--- src/rtl/pp_dma_pkg.sv ---
package pp_dma_pkg;
    localparam int CNT_W  = 14;
    localparam int SEL_W  = 5;
    localparam int WRAP_W = 12;
    localparam logic [SEL_W-1:0] SEL_NONE = '1;

    typedef enum logic [2:0] {
        IDX_CTRL = 3'd0,
        IDX_STAT = 3'd1,
        IDX_MPTR = 3'd4,
        IDX_MSEQ = 3'd5,
        IDX_PPTR = 3'd6,
        IDX_PSEQ = 3'd7
    } reg_idx_e;

    typedef struct packed {
        logic             enable;
        logic             ie;
        logic             hold;
        logic             to_per;
        logic             once;
        logic             flow;
        logic [SEL_W-1:0] sel;
        logic [CNT_W-1:0] cnt;
    } ctrl_t;

    function automatic ctrl_t unpack_ctrl(input logic [31:0] w);
        ctrl_t c;
        c.enable = w[31];
        c.ie     = w[30];
        c.hold   = w[29];
        c.to_per = w[28];
        c.once   = w[27];
        c.flow   = w[21];
        c.sel    = w[20:16];
        c.cnt    = w[15:2];
        return c;
    endfunction

    function automatic logic [31:0] pack_ctrl(input ctrl_t c);
        return {c.enable, c.ie, c.hold, c.to_per, c.once, 5'b0, c.flow,
                c.sel, c.cnt, 2'b00};
    endfunction

    // Word count after which a pointer returns to its start; 0 = linear.
    function automatic logic [WRAP_W-1:0] wrap_words(input logic mem_side,
                                                     input logic [2:0] code);
        if (code == 3'd0) return '0;
        if (mem_side) return WRAP_W'(16) << code;
        return WRAP_W'(1) << (code - 3'd1);
    endfunction
endpackage

--- src/rtl/pp_dma_regs.sv ---
module pp_dma_regs
    import pp_dma_pkg::*;
#(
    parameter int AW = 32
) (
    input  logic             clk,
    input  logic             rst,
    input  logic             wr,
    input  reg_idx_e         idx,
    input  logic [31:0]      wdata,
    input  logic             blk_done,
    output ctrl_t            ctrl,
    output logic             start,
    output logic [CNT_W-1:0] start_cnt,
    output logic [AW-1:0]    mptr,
    output logic [AW-1:0]    pptr,
    output logic [2:0]       mwrap,
    output logic [2:0]       pwrap,
    output logic             dbl,
    output logic             stat_clr
);
    logic wr_ctrl;

    assign wr_ctrl   = wr && (idx == IDX_CTRL);
    assign start     = wr_ctrl && wdata[31] && !ctrl.enable;
    assign start_cnt = wdata[15:2];
    assign stat_clr  = wr && (idx == IDX_STAT) && wdata[30];

    always_ff @(posedge clk) begin
        if (rst) begin
            ctrl  <= '0;
            mptr  <= '0;
            pptr  <= '0;
            mwrap <= '0;
            pwrap <= '0;
            dbl   <= 1'b0;
        end else begin
            if (wr_ctrl)       ctrl <= unpack_ctrl(wdata);
            else if (blk_done) ctrl.enable <= 1'b0;
            if (wr && idx == IDX_MPTR) mptr <= wdata[AW-1:0];
            if (wr && idx == IDX_PPTR) pptr <= wdata[AW-1:0];
            if (wr && idx == IDX_MSEQ) begin
                dbl   <= wdata[19];
                mwrap <= wdata[18:16];
            end
            if (wr && idx == IDX_PSEQ) pwrap <= wdata[18:16];
        end
    end
endmodule

--- src/rtl/pp_dma_seq.sv ---
module pp_dma_seq
    import pp_dma_pkg::*;
(
    input  logic             clk,
    input  logic             rst,
    input  ctrl_t            ctrl,
    input  logic             start,
    input  logic [CNT_W-1:0] start_cnt,
    input  logic             req_line,
    input  logic             dbl,
    input  logic             eoc_clr,
    output logic             move,
    output logic             load,
    output logic             blk_done,
    output logic             busy,
    output logic             eoc,
    output logic             ping,
    output logic [CNT_W-1:0] cnt
);
    logic last, blk_end;

    assign last     = (cnt == '0);
    assign move     = busy && ctrl.enable && !ctrl.hold && (ctrl.sel != SEL_NONE)
                      && (!ctrl.flow || req_line);
    assign blk_end  = move && last;
    assign blk_done = blk_end && ctrl.once;
    // Pointers reload on start and at block ends, except after the first half.
    assign load     = start || (blk_end && !ctrl.once && !(dbl && !ping));

    always_ff @(posedge clk) begin
        if (rst) begin
            busy <= 1'b0;
            cnt  <= '0;
            ping <= 1'b0;
            eoc  <= 1'b0;
        end else begin
            if (start) begin
                busy <= 1'b1;
                cnt  <= start_cnt;
                ping <= 1'b0;
            end else begin
                if (!ctrl.enable || blk_done) busy <= 1'b0;
                if (move) begin
                    if (last) begin
                        if (!ctrl.once) cnt <= ctrl.cnt;
                        if (dbl) ping <= !ping;
                    end else begin
                        cnt <= cnt - 1'b1;
                    end
                end
            end
            if (blk_end)      eoc <= 1'b1;
            else if (eoc_clr) eoc <= 1'b0;
        end
    end
endmodule

--- src/rtl/pp_dma_addr.sv ---
module pp_dma_addr
    import pp_dma_pkg::*;
#(
    parameter bit MEM_SIDE = 1'b1,
    parameter int AW       = 32
) (
    input  logic          clk,
    input  logic          rst,
    input  logic          load,
    input  logic          step,
    input  logic [AW-1:0] base_in,
    input  logic [2:0]    wrap_code,
    output logic [AW-1:0] addr
);
    localparam int OFF_W = CNT_W + 2;

    logic [AW-1:0]     base;
    logic [OFF_W-1:0]  off;
    logic [WRAP_W-1:0] lim;

    assign lim  = wrap_words(MEM_SIDE, wrap_code);
    assign addr = base + AW'({off, 2'b00});

    always_ff @(posedge clk) begin
        if (rst) begin
            base <= '0;
            off  <= '0;
        end else if (load) begin
            base <= base_in;
            off  <= '0;
        end else if (step) begin
            if (lim != '0 && off == OFF_W'(lim) - OFF_W'(1)) off <= '0;
            else                                            off <= off + 1'b1;
        end
    end
endmodule

--- src/rtl/pp_dma_chan.sv ---
module pp_dma_chan
    import pp_dma_pkg::*;
#(
    parameter int AW   = 32,
    parameter int NREQ = 31
) (
    input  logic            clk,
    input  logic            rst,
    input  logic            reg_wr,
    input  logic [7:0]      reg_addr,
    input  logic [31:0]     reg_wdata,
    output logic [31:0]     reg_rdata,
    output logic            irq,
    output logic            mem_en,
    output logic            mem_we,
    output logic [AW-1:0]   mem_addr,
    output logic [31:0]     mem_wdata,
    input  logic [31:0]     mem_rdata,
    output logic            per_en,
    output logic            per_we,
    output logic [AW-1:0]   per_addr,
    output logic [31:0]     per_wdata,
    input  logic [31:0]     per_rdata,
    input  logic [NREQ-1:0] per_dreq
);
    localparam int NLINE = 2 ** SEL_W;

    reg_idx_e         idx;
    ctrl_t            ctrl;
    logic             start, blk_done, stat_clr, dbl;
    logic [CNT_W-1:0] start_cnt, cnt;
    logic [AW-1:0]    mptr, pptr;
    logic [2:0]       mwrap, pwrap;
    logic             move, load, busy, eoc, ping, req_line;
    logic [NLINE-1:0] dreq_pad;
    logic [AW-1:0]    base_in   [2];
    logic [2:0]       wcode     [2];
    logic [AW-1:0]    side_addr [2];

    assign idx      = reg_idx_e'(reg_addr[4:2]);
    assign dreq_pad = {{(NLINE - NREQ){1'b0}}, per_dreq};
    assign req_line = dreq_pad[ctrl.sel];

    pp_dma_regs #(.AW(AW)) u_regs (
        .clk(clk), .rst(rst), .wr(reg_wr), .idx(idx), .wdata(reg_wdata),
        .blk_done(blk_done), .ctrl(ctrl), .start(start), .start_cnt(start_cnt),
        .mptr(mptr), .pptr(pptr), .mwrap(mwrap), .pwrap(pwrap), .dbl(dbl),
        .stat_clr(stat_clr)
    );

    pp_dma_seq u_seq (
        .clk(clk), .rst(rst), .ctrl(ctrl), .start(start), .start_cnt(start_cnt),
        .req_line(req_line), .dbl(dbl), .eoc_clr(stat_clr), .move(move),
        .load(load), .blk_done(blk_done), .busy(busy), .eoc(eoc), .ping(ping),
        .cnt(cnt)
    );

    assign base_in[0] = mptr;
    assign base_in[1] = pptr;
    assign wcode[0]   = mwrap;
    assign wcode[1]   = pwrap;

    for (genvar g = 0; g < 2; g++) begin : g_side
        pp_dma_addr #(.MEM_SIDE(g == 0), .AW(AW)) u_addr (
            .clk(clk), .rst(rst), .load(load), .step(move),
            .base_in(base_in[g]), .wrap_code(wcode[g]), .addr(side_addr[g])
        );
    end

    assign mem_addr  = side_addr[0];
    assign per_addr  = side_addr[1];
    assign mem_en    = move;
    assign per_en    = move;
    assign mem_we    = move && !ctrl.to_per;
    assign per_we    = move && ctrl.to_per;
    assign mem_wdata = per_rdata;
    assign per_wdata = mem_rdata;
    assign irq       = ctrl.ie && eoc;

    always_comb begin
        reg_rdata = '0;
        case (idx)
            IDX_CTRL: reg_rdata = pack_ctrl(ctrl);
            IDX_STAT: reg_rdata = {busy, eoc, 1'b0, ping, 12'b0, cnt, 2'b00};
            IDX_MPTR: reg_rdata = 32'(mptr);
            IDX_MSEQ: reg_rdata = {12'b0, dbl, mwrap, 16'b0};
            IDX_PPTR: reg_rdata = 32'(pptr);
            IDX_PSEQ: reg_rdata = {13'b0, pwrap, 16'b0};
            default:  reg_rdata = '0;
        endcase
    end
endmodule

--- config.mk ---
export PLATFORM = sky130hd
export DESIGN_NAME = pp_dma_chan
export DESIGN_NICKNAME = d
export VERILOG_FILES = /design/src/rtl/pp_dma_pkg.sv /design/src/rtl/pp_dma_regs.sv /design/src/rtl/pp_dma_seq.sv /design/src/rtl/pp_dma_addr.sv /design/src/rtl/pp_dma_chan.sv
export SDC_FILE = /design/constraint.sdc
export NUM_CORES = 1
export LEC_CHECK = 0
export CAP_MARGIN = 15
export CORE_ASPECT_RATIO = 1.5
export CORE_UTILIZATION = 70
export CTS_CLUSTER_DIAMETER = 100
export CTS_CLUSTER_SIZE = 40
export DETAILED_ROUTE_END_ITERATION = 7
export DONT_BUFFER_PORTS = 1
export GPL_TIMING_DRIVEN = 0
export PLACE_DENSITY_LB_ADDON = 0.12
export RECOVER_POWER = 25
export SLEW_MARGIN = 30
export SYNTH_ARGS = -nofsm -noshare
export SYNTH_HDL_FRONTEND = slang
export SYNTH_HIERARCHICAL = 1
export SYNTH_SLANG_ARGS = --single-unit
--- constraint.sdc ---
create_clock -name clk -period 5.7 [get_ports clk]
set_clock_uncertainty 0.1 [all_clocks]
set_input_delay 0.855 -clock clk [delete_from_list [all_inputs] [get_ports clk]]
set_output_delay 0.855 -clock clk [all_outputs]
set_load 0.02 [all_outputs]
==> results.md <==
* Root Buffer: clkbuf_16
* Cts hold-fix bufs at 0
* Total congestion overflow at 0
* Largest net degree at the start of global routing at 41
* Drt via density at 6.325
* Reg area at 4184 µm²
* Routed wire length at 37.82 mm
* Chip Height at 171.6 µm
* H-tree levels at 1
* Final setup vio count at 0
* Sequential cell area fraction in the yosys report at 31.17%
* Dpl cell area at 13740 µm²
* Yosys Warn Count at 6
* Maximum vdd ir drop at 0.2582 mV
* Critical path data required time at 5980 ps
* Post-route cell area at 13960 µm²
* Total GRT Usage at 37.69%
* Top cell type's share of synthesized area at 31.17%
* Fin. max-slew vios at 0
* Final period util at 82.52%
* Max transition margin at 32.46%
* Initial antenna violation count at 0
* N_diodes at 0
* Vias in the first global route at 10950
* DRT iter0 DRCs at 824
* Syn_area_per_cell at 8.711 µm²
* Pwr dens at 185.0 nW/µm²
* Num CTS Buffers at 9
* HPWL after detailed placement at 29.94 mm
* Unrepaired setup endpoints after global routing: false
* Setup Fix Bufs, Post-CTS at 0
* Max Cap Viol at 0
* Status: completed
* Site Rows at 61
* Nets at 1730
* Startpoint Class: input pin
* Fill cells at 1502
* Remaining DRCs at 0
* Drt pass-1 iters at 6
* Placer Congestion at 0.9341
* CTS tree: yes
* Most instantiated cells after synthesis: dfxtp_1, mux2i_1, nor2_1
* Area grow syn2layout at 4.017%
* Synth area leader: dfxtp_1
* Synth Flop Type: dfxtp_1
* Fraction of layout cells with a size suffix above 1 at 9.994%
* Worst Hold Class: flip-flop to flip-flop
* Top-count cell post-synth: dfxtp_1
* Worst-path clk slew at 140 ps
* I/O Buffers at 0
* Leak at 5.854 nW
* Core Region at 18620 µm²
* WL/cell at 20.97 µm
* Least-Margin Pin Slew at 1007 ps
* Setup TNS at 0 ps
* Fmax achieved at 212.6 MHz
* Antenna Nets Post-Route at 0
* Vias post-DR at 11400
* CP Class: input pin to flip-flop
* CTS Sinks at 209
* Boundary Pins at 303
* Endpoints failing hold at 0
* Min cycle time layout at 4704 ps
* Synth area leaders: dfxtp_1, mux2i_1, nand2b_1
* Clk buf depth at 3
* Critical path arrival at 4980 ps
* Multi-input logic area at 8040 µm²
* Post-synthesis register bit count at 209
* First-pass GRT wire length at 57.75 mm
* Number of synthesized flops with an enable pin at 0
* Synthesized Nets at 1719
* Synth Cell Area at 13420 µm²
* Die Footprint at 19750 µm²
* Clk Latency, worst-skew pair at 490 ps
* Ys async rst share at 0%
* Distinct cells, synth at 88
* Die width at 115.1 µm
* CP max FO at 10
* Count of cells resized by post-cts repair at 0
* Gate Count Post-Synth at 1541
* Starting Density at 72.08%
* Crit. End Element: flip-flop
==> cell families (layout without fill, tap and decap cells) <==
kind of cell | after synthesis | in the layout | synth area share [%]
adders and majority gates | 40 | 40 | 3.840
buffers and inverters | 202 | 212 | 8.938
xor gates and xnor gates | 96 | 96 | 6.263
muxes | 185 | 185 | 13.91
AOI/OAI and AO/OA | 252 | 252 | 13.10
and+or+nand+nor | 557 | 557 | 22.78
DFF | 209 | 209 | 31.17
==> per-layer routing <==
metal | vias up | part of all wire (%) | GRT usage [%]
li1 | 5361 | - | -
met1 | 5484 | 38 | 41.73
met2 | 440 | 50 | 67.94
met3 | 119 | 5.4 | 4.898
met4 | 0 | 6.0 | 22.70
met5 | - | 0 | 0
==> cell usage in the layout, fill, tap and decap left out, drive strengths merged, types with 10 or more instances in the layout <==
| master | n |
|---|---|
| nor2 | 156 |
| a211oi | 12 |
| a21oi | 63 |
| clkbuf | 63 |
| o211ai | 11 |
| xnor2 | 48 |
| inv | 35 |
| and3 | 16 |
| o21ai | 27 |
| a31oi | 12 |
| nor3 | 21 |
| buf | 112 |
| nand3 | 32 |
| nand2b | 141 |
| mux2i | 182 |
| a22oi | 40 |
| a21o | 18 |
| nor2b | 11 |
| and2 | 10 |
| dfxtp | 209 |
| nand2 | 75 |
| nand4 | 22 |
| ha | 38 |
| nor4 | 10 |
| xor2 | 48 |
==> flip-flops by register name (all words and copies together) (netlist names) <==
register,flops
g_side.u_addr/base,64
g_side.u_addr/off,32
u_regs/ctrl,25
u_regs/dbl,1
u_regs/mptr,32
u_regs/mwrap,3
u_regs/pptr,32
u_regs/pwrap,3
u_seq/busy,1
u_seq/cnt,14
u_seq/eoc,1
u_seq/ping,1
==> power by group <==
part | switching [mW] | total, mW | internal (mW)
sequential | 0.0245 | 1.50 | 1.48
clock | 0.463 | 0.762 | 0.299
combinational | 0.187 | 0.318 | 0.131
total | 0.675 | 2.58 | 1.91
==> per-stage QoR <==
stage	total power, mW	hold slack (ps)	util, %	worst slack, ps	cells
global placement	1.842	378.7	73.78	1221	1793
finish	2.583	407.8	74.98	996.5	1803
detailed placement	1.846	389.5	73.78	1113	1793
global route	2.658	419.5	74.98	819.4	1803
floorplan	1.779	357.8	-	1972	1541
CTS	2.581	408.8	75.15	1325	1803
==> worst max-delay path, cell delays in order <==
cell,delay [ps]
clkbuf_1,160
or4b_1,490
clkbuf_1,310
clkbuf_1,440
nor3b_2,260
clkbuf_1,320
inv_1,130
clkbuf_1,310
o21ai_0,280
clkbuf_1,440
clkbuf_1,610
mux2i_1,310
nor2_1,60
==> worst paths after layout <==
kind                            cells past startpoint                        end  slack (ps)            start
worst max-delay path                               13  g_side[0].u_addr/base[10]        1000      reg_addr[4]
worst min-delay path                                2             u_regs/pptr[9]         410   u_regs/pptr[9]
worst max register to register                     15  g_side[0].u_addr/base[10]        1350  u_regs/ctrl[15]
worst min register to register                      2             u_regs/pptr[9]         410   u_regs/pptr[9]
==> layout make-up <==
type / count / area share [%]
buffer: 167 / 7.428
tap: 252 / 2.258
clock inverter: 1 / 0.2151
multi-input combinational: 1130 / 57.58
inverter: 35 / 0.9409
sequential: 209 / 29.96
clock buffer: 9 / 1.613
Power figures use the tool's default switching activity.
